==> config.mk <==
export PLATFORM = sky130hd
export DESIGN_NAME = npc_unit
export DESIGN_NICKNAME = d
export VERILOG_FILES = /design/src/rtl/npc_pkg.sv /design/src/rtl/npc_addr.sv /design/src/rtl/npc_cmp.sv /design/src/rtl/npc_select.sv /design/src/rtl/npc_unit.sv
export SDC_FILE = /design/constraint.sdc
export NUM_CORES = 1
export LEC_CHECK = 0
export ABC_CLOCK_PERIOD_IN_PS = 800
export BUFFER_PORTS_ARGS = -buffer_cell sky130_fd_sc_hd__buf_2
export CORE_MARGIN = 5
export CORE_UTILIZATION = 40
export CTS_CLUSTER_DIAMETER = 60
export DETAILED_ROUTE_END_ITERATION = 6
export PLACE_DENSITY_LB_ADDON = 0.25
export SKIP_CTS_REPAIR_TIMING = 1
export SYNTH_ARGS = -nofsm -noshare
export SYNTH_HDL_FRONTEND = slang
export SYNTH_SLANG_ARGS = --single-unit
==> constraint.sdc <==
create_clock -name clk -period 0.8 [get_ports clk]
set_input_delay 0.16 -clock clk [delete_from_list [all_inputs] [get_ports clk]]
set_output_delay 0.16 -clock clk [all_outputs]
set_load 0.005 [all_outputs]
==> src/rtl/npc_pkg.sv <==
package npc_pkg;
  localparam int CF_W = 3;

  typedef enum logic [CF_W-1:0] {
    CF_SEQ = 3'd0,
    CF_BEQ = 3'd1,
    CF_BNE = 3'd2,
    CF_JMP = 3'd3,
    CF_JAL = 3'd4,
    CF_JR  = 3'd5
  } cf_kind_e;
endpackage

==> src/rtl/npc_addr.sv <==
// Candidate address generation: sequential, PC-relative and pseudo-direct.
module npc_addr #(
  parameter int XLEN  = 32,
  parameter int OFF_W = 16,
  parameter int TGT_W = 26
) (
  input  logic [XLEN-1:0]  pc,
  input  logic [OFF_W-1:0] off,
  input  logic [TGT_W-1:0] idx,
  output logic [XLEN-1:0]  seq_pc,
  output logic [XLEN-1:0]  br_pc,
  output logic [XLEN-1:0]  jmp_pc
);
  localparam int EXT_W = XLEN - OFF_W - 2;
  localparam int HI_W  = XLEN - TGT_W - 2;

  logic [XLEN-1:0] disp;

  assign seq_pc = pc + XLEN'(4);
  assign disp   = {{EXT_W{off[OFF_W-1]}}, off, 2'b00};
  assign br_pc  = seq_pc + disp;

  generate
    if (HI_W > 0) begin : g_region
      assign jmp_pc = {seq_pc[XLEN-1 -: HI_W], idx, 2'b00};
    end else begin : g_flat
      assign jmp_pc = {idx[XLEN-3:0], 2'b00};
    end
  endgenerate
endmodule

==> src/rtl/npc_cmp.sv <==
// Operand equality test for conditional branches.
module npc_cmp #(
  parameter int XLEN = 32
) (
  input  logic [XLEN-1:0] a,
  input  logic [XLEN-1:0] b,
  output logic            eq
);
  assign eq = (a == b);
endmodule

==> src/rtl/npc_select.sv <==
// Chooses the next address and side outputs from the decoded kind.
module npc_select
  import npc_pkg::*;
#(
  parameter int XLEN = 32
) (
  input  logic [CF_W-1:0] kind,
  input  logic            eq,
  input  logic [XLEN-1:0] seq_pc,
  input  logic [XLEN-1:0] br_pc,
  input  logic [XLEN-1:0] jmp_pc,
  input  logic [XLEN-1:0] reg_tgt,
  output logic [XLEN-1:0] nxt,
  output logic            tk,
  output logic            lwe
);
  always_comb begin
    nxt = seq_pc;
    tk  = 1'b0;
    lwe = 1'b0;
    case (kind)
      CF_BEQ: if (eq)  begin nxt = br_pc; tk = 1'b1; end
      CF_BNE: if (!eq) begin nxt = br_pc; tk = 1'b1; end
      CF_JMP: begin nxt = jmp_pc; tk = 1'b1; end
      CF_JAL: begin nxt = jmp_pc; tk = 1'b1; lwe = 1'b1; end
      CF_JR:  begin nxt = reg_tgt; tk = 1'b1; end
      default: ;
    endcase
  end
endmodule

==> src/rtl/npc_unit.sv <==
module npc_unit
  import npc_pkg::*;
#(
  parameter int             XLEN     = 32,
  parameter int             OFF_W    = 16,
  parameter int             TGT_W    = 26,
  parameter int             RA_W     = 5,
  parameter logic [31:0]    RESET_PC = 32'h0,
  parameter int             LINK_REG = 31
) (
  input  logic              clk,
  input  logic              rst_n,
  input  logic [CF_W-1:0]   cf_kind,
  input  logic [XLEN-1:0]   cur_pc,
  input  logic [XLEN-1:0]   opnd_a,
  input  logic [XLEN-1:0]   opnd_b,
  input  logic [OFF_W-1:0]  br_off,
  input  logic [TGT_W-1:0]  jmp_idx,
  input  logic [XLEN-1:0]   reg_tgt,
  output logic [XLEN-1:0]   next_pc,
  output logic              taken,
  output logic              link_we,
  output logic [RA_W-1:0]   link_idx,
  output logic [XLEN-1:0]   link_val
);
  logic [XLEN-1:0] seq_pc, br_pc, jmp_pc, nxt;
  logic            eq, tk, lwe;

  npc_addr #(.XLEN(XLEN), .OFF_W(OFF_W), .TGT_W(TGT_W)) u_addr (
    .pc(cur_pc), .off(br_off), .idx(jmp_idx),
    .seq_pc(seq_pc), .br_pc(br_pc), .jmp_pc(jmp_pc)
  );

  npc_cmp #(.XLEN(XLEN)) u_cmp (.a(opnd_a), .b(opnd_b), .eq(eq));

  npc_select #(.XLEN(XLEN)) u_sel (
    .kind(cf_kind), .eq(eq), .seq_pc(seq_pc), .br_pc(br_pc),
    .jmp_pc(jmp_pc), .reg_tgt(reg_tgt), .nxt(nxt), .tk(tk), .lwe(lwe)
  );

  assign link_idx = RA_W'(LINK_REG);

  always_ff @(posedge clk or negedge rst_n) begin
    if (!rst_n) begin
      next_pc  <= XLEN'(RESET_PC);
      taken    <= 1'b0;
      link_we  <= 1'b0;
      link_val <= '0;
    end else begin
      next_pc  <= nxt;
      taken    <= tk;
      link_we  <= lwe;
      link_val <= lwe ? seq_pc : '0;
    end
  end
endmodule

==> flow_summary.yaml, run 1 <==
placement:
  gp_congestion: 0.952
  place_ws_ns: -2.51
  hpwl_microns: 17000
  port_buffers: 240
cts:
  htreeDepth: 3
  cts-root-buf: "clkbuf_16"
  clockBufferDepth: 2
  cts_num_sinks: 66
  cts_tree: "built"
  clk_pin_slew_ns: 0.06
  numCtsBuffers: 9
drt:
  routedWlPerCell_microns: 20.0
  vias: 7022
  route.detailed.drc: 7
  ant_nets: 0
  drt-total-wl_microns: 25400
  first_iter_violations: 601
  dr.pass1.iters: 7
  routed_via_density: 5.54
setup_path:
  crit_path_end_kind: "flip-flop"
  arrival_ns: 3.28
  cp_data_required_time_ns: 1.00
  cp_max_fo: 4
  path_class: "primary input to flip-flop"
  startpoint: "cur_pc[7]"
  max_stage_delay_ns: 0.29
  crit_slowest_cell: "o211ai_1"
  start_kind: "primary input"
  path_cells: "buf_8 > and3_4 > nand2_4 > nor3_4 > and3_4 > xor2_4 > ha_4 > o21a_1 > o211ai_2 > a2bb2oi_4 > o211ai_1 > buf_4 > a21boi_2 > xor2_1 > o211ai_1"
finish:
  fillers: 816
  final_util_pct: 78.7
  drive_gt1_share_pct: 63.3
  layout_commonest_cell: "buf_2"
  layout_common_cells: "buf_2 (229), buf_4 (197), dfrtp_1 (66)"
  antennaDiodeCount: 0
  nets: 1300
  final-seq-area_sq_mm: 0.00165
  multi_input_area_sq_mm: 0.00484
  syn2layout_area_growth_pct: 92.6
sta:
  setup_ws_ns: -2.28
  finalHoldViolCount: 0
  period_needed_ns: 3.08
  max_slew_margin_pct: 50.9
  holdWs_ns: 0.0531
  final_max_slew_viol_count: 0
  worst_slew_pin_slew_ns: 0.736
  max_freq_mhz: 324
  setup_tns_ns: -76.31
  grt_setup_unrepaired: "yes"
  setup_viol: 127
  min_period_over_period_pct: 385
logic_synthesis:
  ys_ff_latch: 66
  synth_area_leaders: "dfrtp_1 (30%), xor2_1 (9.2%), ha_1 (8.3%), xnor2_1 (4.0%), a222oi_1 (3.7%)"
  netlist.area_leader.share_pct: 30.4
  synth_seq_area_share_pct: 30.4
  synth_cell_types: 70
  synth.largest_area_cell: "dfrtp_1"
  async_flop_share_pct: 100
  synth_edf_count: 0
  netlist_area_sq_mm: 0.00543
  syn_area_per_cell_sq_um: 8.86
  syn_inst: 613
  yosys_warnings: 0
  synthFlopType: "dfrtp_1"
power:
  worst_ir_drop_vdd_uv: 971
  powerDensity_mw_per_mm2: 1280
  power.leakage_uw: 0.00509
hold_path:
  worstHoldStart: "reg_tgt[0]"
  hold_path.class: "primary input to flip-flop"
flow_run:
  cap_violations: 0
global_routing:
  antenna_found_initial: 0
  grt_pass1_wl_microns: 33000
  grt.overflow.total: 0
  grt_usage_pct: 25.6
  grt_pass1_vias: 6691
  grt_max_degree: 67
die:
  die_h_microns: 127
  std_cell_rows: 42
  core_sq_mm: 0.0133
  die_w_microns: 127
  io_pins: 246
  initial_core_util_pct: 40.9
  dieArea_sq_mm: 0.0160
outcome:
  outcome: "complete, but fails checks"
  violations: "DRC, setup timing"
worst max-delay path, delay by kind of cell:
kind	cells	cell delay, ns
XOR/XNOR	2	0.51
AND/OR/NAND/NOR	4	0.76
adder cells (fa/ha/maj)	1	0.25
AO/OA/AOI/OAI	6	1.25
buffers and inverters	2	0.33
worst paths after layout:
| kind | cells past startpoint | endpoint |
|---|---|---|
| worst min-delay path | 2 | next_pc[0]$_DFF_PN0_ |
| worst max-delay path | 15 | next_pc[21]$_DFF_PN0_ |
| max in group asynchronous | 3 | next_pc[21]$_DFF_PN0_ |
| min in group asynchronous | 3 | link_val[14]$_DFF_PN0_ |
through the flow:
stage          power, uW  area, sq um  cells
2_1_floorplan       5970         5860    617
3_3_place_gp        8240         8690   1219
3_5_place_dp        8300         8690   1219
4_1_cts            12300         8980   1233
5_1_grt            14000        10500   1267
6_report           13400        10500   1267
metal layers:
layer	vias to the layer above	wire (microns)	GRT usage, %
li1	3190	-	-
met2	371	12800	45.2
met5	-	0	0
met4	0	999	7.00
met1	3382	9710	32.0
met3	79	1860	4.67
area by class of cell:
cell class / count / area share [%]
clock buffer: 11 / 2.41
multi-input combinational: 507 / 46.3
timing repair buffer: 485 / 32.3
tap: 176 / 2.10
clock inverter: 3 / 0.383
sequential: 66 / 15.8
inverter: 19 / 0.753
state kept, by name (all words and copies together), names as in the netlist:
register	cells
link_val	32
link_we	1
next_pc	32
taken	1
power by group:
group	total [uW]	internal [uW]	leakage [uW]	switching (uW)
sequential	3650	3590	0.000847	61.7
combinational	5800	2970	0.00409	2830
clock	3990	2540	0.000147	1450
cell families (layout without fill, tap and decap cells):
| family | Yosys count | count (layout) | synth area share, % |
|---|---|---|---|
| flip-flops | 66 | 66 | 30.4 |
| AO/OA/AOI/OAI | 182 | 182 | 24.4 |
| AND/OR/NAND/NOR | 198 | 199 | 18.9 |
| multiplexers | 1 | 1 | 0.184 |
| adder cells (fa/ha/maj) | 37 | 37 | 8.66 |
| buffers and inverters | 45 | 518 | 3.96 |
| XOR/XNOR | 83 | 83 | 13.5 |
| other | 1 | 5 | 0.0690 |
synth_stat cells (all sizes together) (18+ instances only):
library cell and instances:
nor2 47, ha 36, dfrtp 66, a222oi 20, nand2 45, xnor2 25
xor2 58, inv 19, and2 22, a21oi 38, o21ai 46, nand3 18
(Power assumes the default switching activity.)
==> run 2, diff against run 1 <==
--- a/config.mk
+++ b/config.mk
@@ -7,8 +7,10 @@
 export LEC_CHECK = 0
 export ABC_CLOCK_PERIOD_IN_PS = 800
 export BUFFER_PORTS_ARGS = -buffer_cell sky130_fd_sc_hd__buf_2
+export CELL_PAD_IN_SITES_DETAIL_PLACEMENT = 0
+export CELL_PAD_IN_SITES_GLOBAL_PLACEMENT = 1
 export CORE_MARGIN = 5
-export CORE_UTILIZATION = 40
+export CORE_UTILIZATION = 35
 export CTS_CLUSTER_DIAMETER = 60
 export DETAILED_ROUTE_END_ITERATION = 6
 export PLACE_DENSITY_LB_ADDON = 0.25
==> run 2 against run 1 <==
Net effect: the flow still finishes with violations (DRC, setup timing); global-route usage decreased by 2.0 points; sequential share of layout area is essentially flat; final cell count increased by 1.7%; count of clock-buffer cells in the layout did not move; final area up 0.12%; clock power is 8.0% higher; setup slack better by 0.15 ns; total power rose by 2.2%; sequential cell count unchanged; sequential power is essentially flat; worst hold slack worse by 0.0071 ns; critical path type unchanged.
==> flow_summary.yaml, run 2 (synthesized netlist as in run 1, its figures left out) <==
cts:
  numCtsBuffers: 9
  cts-root-buf: "clkbuf_16"
  clk_pin_slew_ns: 0.06
  cts_tree: "built"
  htreeDepth: 3
  cts_num_sinks: 66
  clockBufferDepth: 2
setup_path:
  start_kind: "primary input"
  crit_slowest_cell: "or3_4"
  arrival_ns: 3.15
  crit_family: "simple AND/OR/NAND/NOR gates"
  path_class: "primary input to flip-flop"
  cp_max_fo: 5
  cp_data_required_time_ns: 1.02
  crit_path_end_kind: "flip-flop"
  critPathBufInv: 3
  path_cells: "buf_6 > nand3_1 > nor4_4 > and2b_2 > nand3_2 > xor2_2 > inv_2 > ha_4 > buf_4 > nand2_2 > a21boi_2 > o21ai_2 > or3_4 > o31ai_4 > a2111oi_4 > a211o_1 > o2111a_1"
  max_stage_delay_ns: 0.40
sta:
  setup_viol: 126
  holdWs_ns: 0.0460
  max_freq_mhz: 341
  worst_slew_pin_slew_ns: 0.764
  min_period_over_period_pct: 367
  max_slew_margin_pct: 49.0
  final_max_slew_viol_count: 0
  period_needed_ns: 2.93
  finalHoldViolCount: 0
  setup_ws_ns: -2.13
  grt_setup_unrepaired: "yes"
drt:
  routedWlPerCell_microns: 18.7
  ant_nets: 0
  route.detailed.drc: 2
  first_iter_violations: 486
  drt-total-wl_microns: 24000
  vias: 6820
  dr.pass1.iters: 7
  drt-met1-wl_microns: 9710
  routed_via_density: 5.29
  met3WireLength_microns: 1500
  wl_met2_microns: 12200
  route.top_layer_used: "met4"
global_routing:
  grt_pass1_vias: 6863
  grt_usage_pct: 23.6
  grt.overflow.total: 0
  grt_max_degree: 67
  grt_pass1_wl_microns: 34000
  antenna_found_initial: 1
power:
  p_total_uw: 13700
  powerDensity_mw_per_mm2: 1310
  power.leakage_uw: 0.00515
  worst_ir_drop_vdd_uv: 1030
die:
  core_sq_mm: 0.0152
  die_h_microns: 135
  std_cell_rows: 45
  initial_core_util_pct: 35.7
  io_pins: 246
  dieArea_sq_mm: 0.0181
  die_w_microns: 135
finish:
  layout_common_cells: "buf_2 (221), buf_4 (211), dfrtp_1 (66)"
  syn2layout_area_growth_pct: 92.8
  fillers: 1113
  nets: 1307
  drive_gt1_share_pct: 62.6
  layout_commonest_cell: "buf_2"
  largest_registers: "link_val (32), next_pc (32)"
hold_path:
  hold_path.class: "primary input to flip-flop"
  whs_endpoint: "next_pc[1]$_DFF_PN0_"
  worstHoldStart: "reg_tgt[1]"
  hold_path_depth: 2
outcome:
  violations: "DRC, setup timing"
  outcome: "complete, but fails checks"
placement:
  gp_congestion: 0.941
  hpwl_microns: 18200
  port_buffers: 240
flow_run:
  cap_violations: 0
-- run 2: cell types whose count changed in the layout (fill, tap and decap cells not counted), sizes merged --
cell / before / now
clkinvlp: 0 / 1
bufinv: 1 / 2
diode: 0 / 1
buf: 483 / 490
-- run 2: worst max-delay path by stage --
stage	start	slack [ns]	depth (start not counted)	end
floorplan	cur_pc[20]	-2.15	15	next_pc[31]$_DFF_PN0_
global placement	cur_pc[2]	-2.50	15	next_pc[31]$_DFF_PN0_
detailed placement	cur_pc[20]	-2.58	16	next_pc[31]$_DFF_PN0_
CTS	cur_pc[20]	-2.24	16	next_pc[31]$_DFF_PN0_
global route	cur_pc[2]	-2.25	18	next_pc[31]$_DFF_PN0_
finish	cur_pc[7]	-2.13	17	next_pc[31]$_DFF_PN0_
-- run 2: area by class of cell --
type | instances | area [sq um] | share of cell area, %
antenna | 1 | 2.50 | 0.0239
clock inverter | 5 | 77.6 | 0.740
inverter | 19 | 76.3 | 0.728
clock buffer | 11 | 243 | 2.32
multi-input combinational | 507 | 4760 | 45.4
tap | 188 | 235 | 2.24
timing repair buffer | 492 | 3430 | 32.8
sequential | 66 | 1650 | 15.8
-- run 2: per-stage QoR --
stage	instance area [sq um]	setup WS [ns]	setup TNS [ns]	util [%]	cells
final	10500	-2.13	-71.50	68.9	1289
after global routing	10500	-2.25	-78.86	68.9	1289
after CTS	9050	-2.24	-75.63	59.5	1252
after detailed placement	8730	-2.58	-85.36	57.4	1236
after global placement	8730	-2.50	-84.07	57.4	1236
after floorplan	5860	-2.15	-55.53	-	617
-- run 2: report_power, final --
group | leakage [uW] | switching [uW] | internal [uW]
sequential | 0.000847 | 66.7 | 3590
combinational | 0.00415 | 2750 | 3010
clock | 0.000156 | 1510 | 2800
total | 0.00515 | 4330 | 9400
-- run 2: routing by layer --
metal | track usage [%] | up-vias
met5 | 0 | -
met4 | 7.86 | 0
met3 | 4.47 | 48
met2 | 40.8 | 267
met1 | 29.6 | 3304
li1 | - | 3201
